## src/rtl/spread_del_pkg.sv

```systemverilog
package spread_del_pkg;

    parameter int unsigned SDC_CNT_W      = 10;
    parameter int unsigned SDC_MARK_DEPTH = 5;

endpackage

```

## src/rtl/spread_del_word_cnt.sv

```systemverilog
module spread_del_word_cnt #(
    parameter int unsigned CNT_W = 10
) (
    input  logic             clk,
    input  logic             rst_n,
    input  logic             word_stb,
    input  logic             eos_stb,
    input  logic             hold,
    output logic [CNT_W-1:0] cnt
);

    typedef struct packed {
        logic [CNT_W-1:0] cnt;
    } cnt_state_t;

    cnt_state_t st_d, st_q;

    always_comb begin
        st_d = st_q;
        if (eos_stb) begin
            st_d.cnt = '0;
        end else if (word_stb && !hold) begin
            st_d.cnt = CNT_W'(st_q.cnt + 1'b1);
        end
    end

    always_ff @(posedge clk or negedge rst_n) begin
        if (!rst_n) begin
            st_q <= '0;
        end else begin
            st_q <= st_d;
        end
    end

    assign cnt = st_q.cnt;

endmodule

```

## src/rtl/spread_del_marker.sv

```systemverilog
module spread_del_marker #(
    parameter int unsigned MARK_DEPTH = 5
) (
    input  logic clk,
    input  logic rst_n,
    input  logic word_stb,
    input  logic mark_stb,
    input  logic eos_stb,
    output logic skip
);

    typedef struct packed {
        logic [MARK_DEPTH-1:0] sr;
        logic                  skip;
    } mark_state_t;

    mark_state_t st_d, st_q;

    always_comb begin
        st_d = st_q;
        if (eos_stb) begin
            st_d.sr   = '0;
            st_d.skip = 1'b0;
        end else if (word_stb) begin
            st_d.sr   = {st_q.sr[MARK_DEPTH-2:0], mark_stb};
            st_d.skip = st_q.sr[MARK_DEPTH-1];
        end
    end

    always_ff @(posedge clk or negedge rst_n) begin
        if (!rst_n) begin
            st_q <= '0;
        end else begin
            st_q <= st_d;
        end
    end

    assign skip = st_q.skip;

endmodule

```

## src/rtl/spread_del_compare.sv

```systemverilog
module spread_del_compare #(
    parameter int unsigned CNT_W = 10
) (
    input  logic [CNT_W-1:0] cnt,
    input  logic [CNT_W-1:0] fill_cnt,
    output logic             below
);

    logic [CNT_W-1:0] rev;

    for (genvar i = 0; i < CNT_W; i++) begin : g_rev
        assign rev[i] = cnt[CNT_W-1-i];
    end

    assign below = (rev < fill_cnt);

endmodule

```

## src/rtl/spread_del_ctrl.sv

```systemverilog
module spread_del_ctrl
    import spread_del_pkg::*;
#(
    parameter int unsigned CNT_W      = SDC_CNT_W,
    parameter int unsigned MARK_DEPTH = SDC_MARK_DEPTH
) (
    input  logic             clk,
    input  logic             rst_n,
    input  logic             word_stb,
    input  logic             mark_stb,
    input  logic             eos_stb,
    input  logic [CNT_W-1:0] fill_cnt,
    output logic             gclk_en,
    output logic             inhibit
);

    typedef struct packed {
        logic lead;
    } top_state_t;

    top_state_t st_d, st_q;

    logic [CNT_W-1:0] cnt;
    logic             skip;
    logic             below;

    spread_del_marker #(.MARK_DEPTH(MARK_DEPTH)) u_marker (
        .clk      (clk),
        .rst_n    (rst_n),
        .word_stb (word_stb),
        .mark_stb (mark_stb),
        .eos_stb  (eos_stb),
        .skip     (skip)
    );

    spread_del_word_cnt #(.CNT_W(CNT_W)) u_cnt (
        .clk      (clk),
        .rst_n    (rst_n),
        .word_stb (word_stb),
        .eos_stb  (eos_stb),
        .hold     (skip),
        .cnt      (cnt)
    );

    spread_del_compare #(.CNT_W(CNT_W)) u_cmp (
        .cnt      (cnt),
        .fill_cnt (fill_cnt),
        .below    (below)
    );

    always_comb begin
        st_d      = st_q;
        st_d.lead = word_stb | eos_stb;
    end

    always_ff @(posedge clk or negedge rst_n) begin
        if (!rst_n) begin
            st_q <= '0;
        end else begin
            st_q <= st_d;
        end
    end

    assign inhibit = below & ~skip;
    assign gclk_en = ~(inhibit & st_q.lead);

endmodule

```

## config.mk

```make
export PLATFORM = sky130hd
export DESIGN_NAME = spread_del_ctrl
export DESIGN_NICKNAME = d
export VERILOG_FILES = /design/src/rtl/spread_del_pkg.sv /design/src/rtl/spread_del_word_cnt.sv /design/src/rtl/spread_del_marker.sv /design/src/rtl/spread_del_compare.sv /design/src/rtl/spread_del_ctrl.sv
export SDC_FILE = /design/constraint.sdc
export NUM_CORES = 1
export LEC_CHECK = 0
export BUFFER_PORTS_ARGS = -buffer_cell sky130_fd_sc_hd__buf_4
export CAP_MARGIN = 20
export CELL_PAD_IN_SITES_DETAIL_PLACEMENT = 1
export CELL_PAD_IN_SITES_GLOBAL_PLACEMENT = 1
export CORE_MARGIN = 2
export CORE_UTILIZATION = 44
export CTS_CLUSTER_SIZE = 16
export DETAILED_ROUTE_END_ITERATION = 12
export PLACE_DENSITY = 0.78
export SYNTH_ARGS = -nofsm -noshare
export SYNTH_HDL_FRONTEND = slang
export SYNTH_SLANG_ARGS = --single-unit
```

## constraint.sdc

```tcl
create_clock -name clk -period 3.5 [get_ports clk]
set_input_delay 0.35 -clock clk [delete_from_list [all_inputs] [get_ports clk]]
set_output_delay 0.35 -clock clk [all_outputs]
set_load 0.02 [all_outputs]
```

==> results list <==
- Sequential cell fraction of total power: 0.569
- Type of origin of the critical path: register
* Smallest setup slack after layout: 1.35 ns
* Highest attainable clock frequency: 466 MHz
- Number of buffers inserted to repair setup after CTS: 0
- Root cell of the clock tree: clkbuf_4
- Post-synth top area share: 0.424
- Detailed-placement wirelength estimate: 1550 microns
* Maximum capacitance violations: 0
- The hold violation count in the final report was 0.
* Post-route fraction of the period consumed by the critical path: 0.614
- In the final routed layout, each cell accounts on average for 13.1 microns.
* Final setup vio count: 0
* Routed vias: 783
* Port Buffers: 16
- Net count after synthesis: approximately 130
- Number of antenna violations at the first check in global routing: 0
- With fillers left out, the area of the finished cells amounts to 1170 sq um.
- The via count of the first global-routing pass was approximately 850.
* Clock transition time at the flip-flop clock pins of the worst setup and hold paths: 0.09 ns
- In this run the cell area of the synthesized design comes to roughly 1000 sq um.
- After detailed routing, the number of vias per cell comes to about 5.2.
* Worst Hold Class: input pin to register
* Synth warnings: 0
- Fill cells in the final layout number 269.
- In the synthesized netlist, the number of instances is roughly 100.
- The run finished with clean final reports.
- Total GRT Usage: 0.183
* Num ports: 17
- The region available for standard cell placement spans about 2200 sq um.
- Measured along the y axis, the die boundary spans a little over 50 microns.
* Total length of routed wires: ~2000 microns
- Of the synthesized area, sequential elements account for 0.424.
- The first detailed-routing pass ran for 4 iterations.
* Overflow after GRT: 0
- Worst max-slew margin expressed relative to the limit: 0.809
* IR drop worst, VDD: roughly 0.21 mV
- The worst setup path is captured at an output pin.
* CTS buffer count: 3
- Leakage Power: 0.605 nW
- The final max-slew violation count was 0.
- CP Class: register to output pin
- NumNets Final: 148
- The internal portion of the total power is 0.271 mW.
* Clock Skews: 0.00194 ns
- The library cell used most frequently in the layout, excluding fill and tap cells, is nor2_1.
* Mean instance size in the synthesized netlist: 9.64 sq um
- Number of design rule violations left after detail routing: 0
* Power dissipated by switching net loads: 0.0905 mW
- 1st-iter DRT viols: 3
- In this run, synthesis produced a sequential element count of 17.
- Placement-stage worst setup slack: 1.65 ns
- Layout cell share with drive strength beyond 1: 0.180
- Switching Fraction: 0.250
- Most frequent cells in the layout: nor2_1 (18), dfrtp_1 (17), buf_4 (16)
- For this design, the sink count on the clock tree is 17.
* Synth-to-Final Area Change: 17.2%
- Initial standard-cell utilization of the core: 0.457
- Yosys mapped the design onto 24 distinct sky130hd cell types.
- Entering global routing, the biggest net connects 18 pins.
- In this run the deepest clock path goes through 2 buffers.
- Clock tree from TritonCTS: built
- At the worst endpoint, the arrival time is between 1.5 and 2 ns.
- The initialized floorplan defines 17 standard-cell rows.
- Logic gate share of total power: 0.148
- Final TNS setup: 0 ns
- Power Density: between 300 and 400 nW/um^2
- For the pin with the worst max-slew slack, the measured transition is 0.284 ns.
- Measured along the x axis, the die boundary spans 51.7 microns.
- The first global-routing pass estimated 3570 microns of wire.
* Minimum period implied by the final worst setup slack: 2.15 ns
- Top area cells in the synthesized netlist: dfrtp_1 (42%), ha_1 (12%), mux2i_1 (7.0%)
* Total die area: 2680 sq um
- Level count of the clock H-tree: 1
- Synth area leader: dfrtp_1
* Post-place instance area: between 1000 and 1500 sq um
- Setup repair after global routing left no endpoint under its margin.
* Maximum net fanout on the critical path: 4
* Final weighted congestion in routability-driven placement: 0.718
* Antenna diode count: 0
- DRT antenna net count: 0
- The later pin in the worst-skew pair is clocked with a latency of 0.29 ns.
* Clock network power share: 0.284
* WP data required: between 3 and 4 ns
critical path, stage by stage, from the launching register on:
cell and delay (ns):
dfrtp_1 0.44, ha_1 0.32, nand2_1 0.06, o21ai_0 0.25, a21oi_1 0.13, and2_1 0.17, buf_4 0.15
timing repair:
item	in CTS	in global routing
endpoints found under the hold margin	17	0
hold buffers	1	0
resized for setup	0	0
stage by stage:
| step | util | total power, mW | hold slack [ns] | cells |
|---|---|---|---|---|
| after CTS | 0.536 | 0.369 | 0.320 | 150 |
| after global placement | 0.520 | 0.261 | 0.223 | 145 |
| final | 0.536 | 0.362 | 0.319 | 150 |
| after global routing | 0.536 | 0.382 | 0.357 | 150 |
| after floorplan | - | 0.238 | 0.0544 | 104 |
| after detailed placement | 0.520 | 0.264 | 0.226 | 145 |
cell families after synthesis:
family / share of synthesized area
AO/OA/AOI/OAI: 0.0549
XOR/XNOR: 0.0699
adder cells (fa/ha/maj): 0.125
buffers and inverters: 0.0524
flip-flops: 0.424
multiplexers: 0.0699
AND/OR/NAND/NOR: 0.204
cell usage after synthesis:
library cell and count:
a211oi_1 1, a21oi_1 3, and2_1 1, and4_1 1, and4b_1 1, and4b_4 1, buf_6 1, clkbuf_1 2
dfrtp_1 17, ha_1 10, inv_1 9, mux2i_1 7, nand2_1 5, nand3_1 5, nand3_2 1, nand4_1 3
nor2_1 18, nor2b_1 2, o211ai_1 1, o21ai_0 5, or2_2 1, or3_1 1, xnor2_1 1, xor2_1 7
metal layers:
layer  vias to the layer above  GRT usage  part of all wire
li1                        385          -                 -
met1                       381      0.205              0.45
met2                        13      0.335              0.50
met3                         4     0.0259             0.022
met4                         0     0.0921             0.019
met5                         -          0                 0
power groups by stage:
stage                     logic [mW]  clock network (mW)  registers, mW
after floorplan               0.0303                   0          0.208
after global placement        0.0520                   0          0.209
after detailed placement      0.0538                   0          0.210
after CTS                     0.0548               0.108          0.206
after global routing          0.0618               0.113          0.207
final                         0.0535               0.103          0.206
cell type report:
cell class | instances | area [sq um] | share of cell area
Multi-Input combinational cell | 75 | 524 | 0.446
Tap cell | 28 | 35.0 | 0.0298
Timing Repair Buffer | 17 | 130 | 0.111
Clock buffer | 4 | 26.3 | 0.0224
Sequential cell | 17 | 425 | 0.362
Inverter | 9 | 33.8 | 0.0288
flip-flops by register name, summed over array words and instances, names as in the netlist:
| signal | count |
|---|---|
| u_marker.st_q | 5 |
| u_marker.skip | 1 |
| st_q | 1 |
| u_cnt.cnt | 10 |
worst paths after layout:
path                                     to              from  slack, ns  depth (start not counted)
min in group asynchronous      u_cnt.cnt[1]             rst_n       0.45                          2
min                        u_marker.st_q[1]          mark_stb       0.32                          3
max in group asynchronous      u_cnt.cnt[4]             rst_n       2.85                          2
max reg2reg                    u_cnt.cnt[6]      u_cnt.cnt[0]       2.06                          5
min reg2reg                u_marker.st_q[4]  u_marker.st_q[4]       0.53                          2
max                                 inhibit      u_cnt.cnt[7]       1.35                          6
Note: power is estimated with default switching activity, not from simulation.
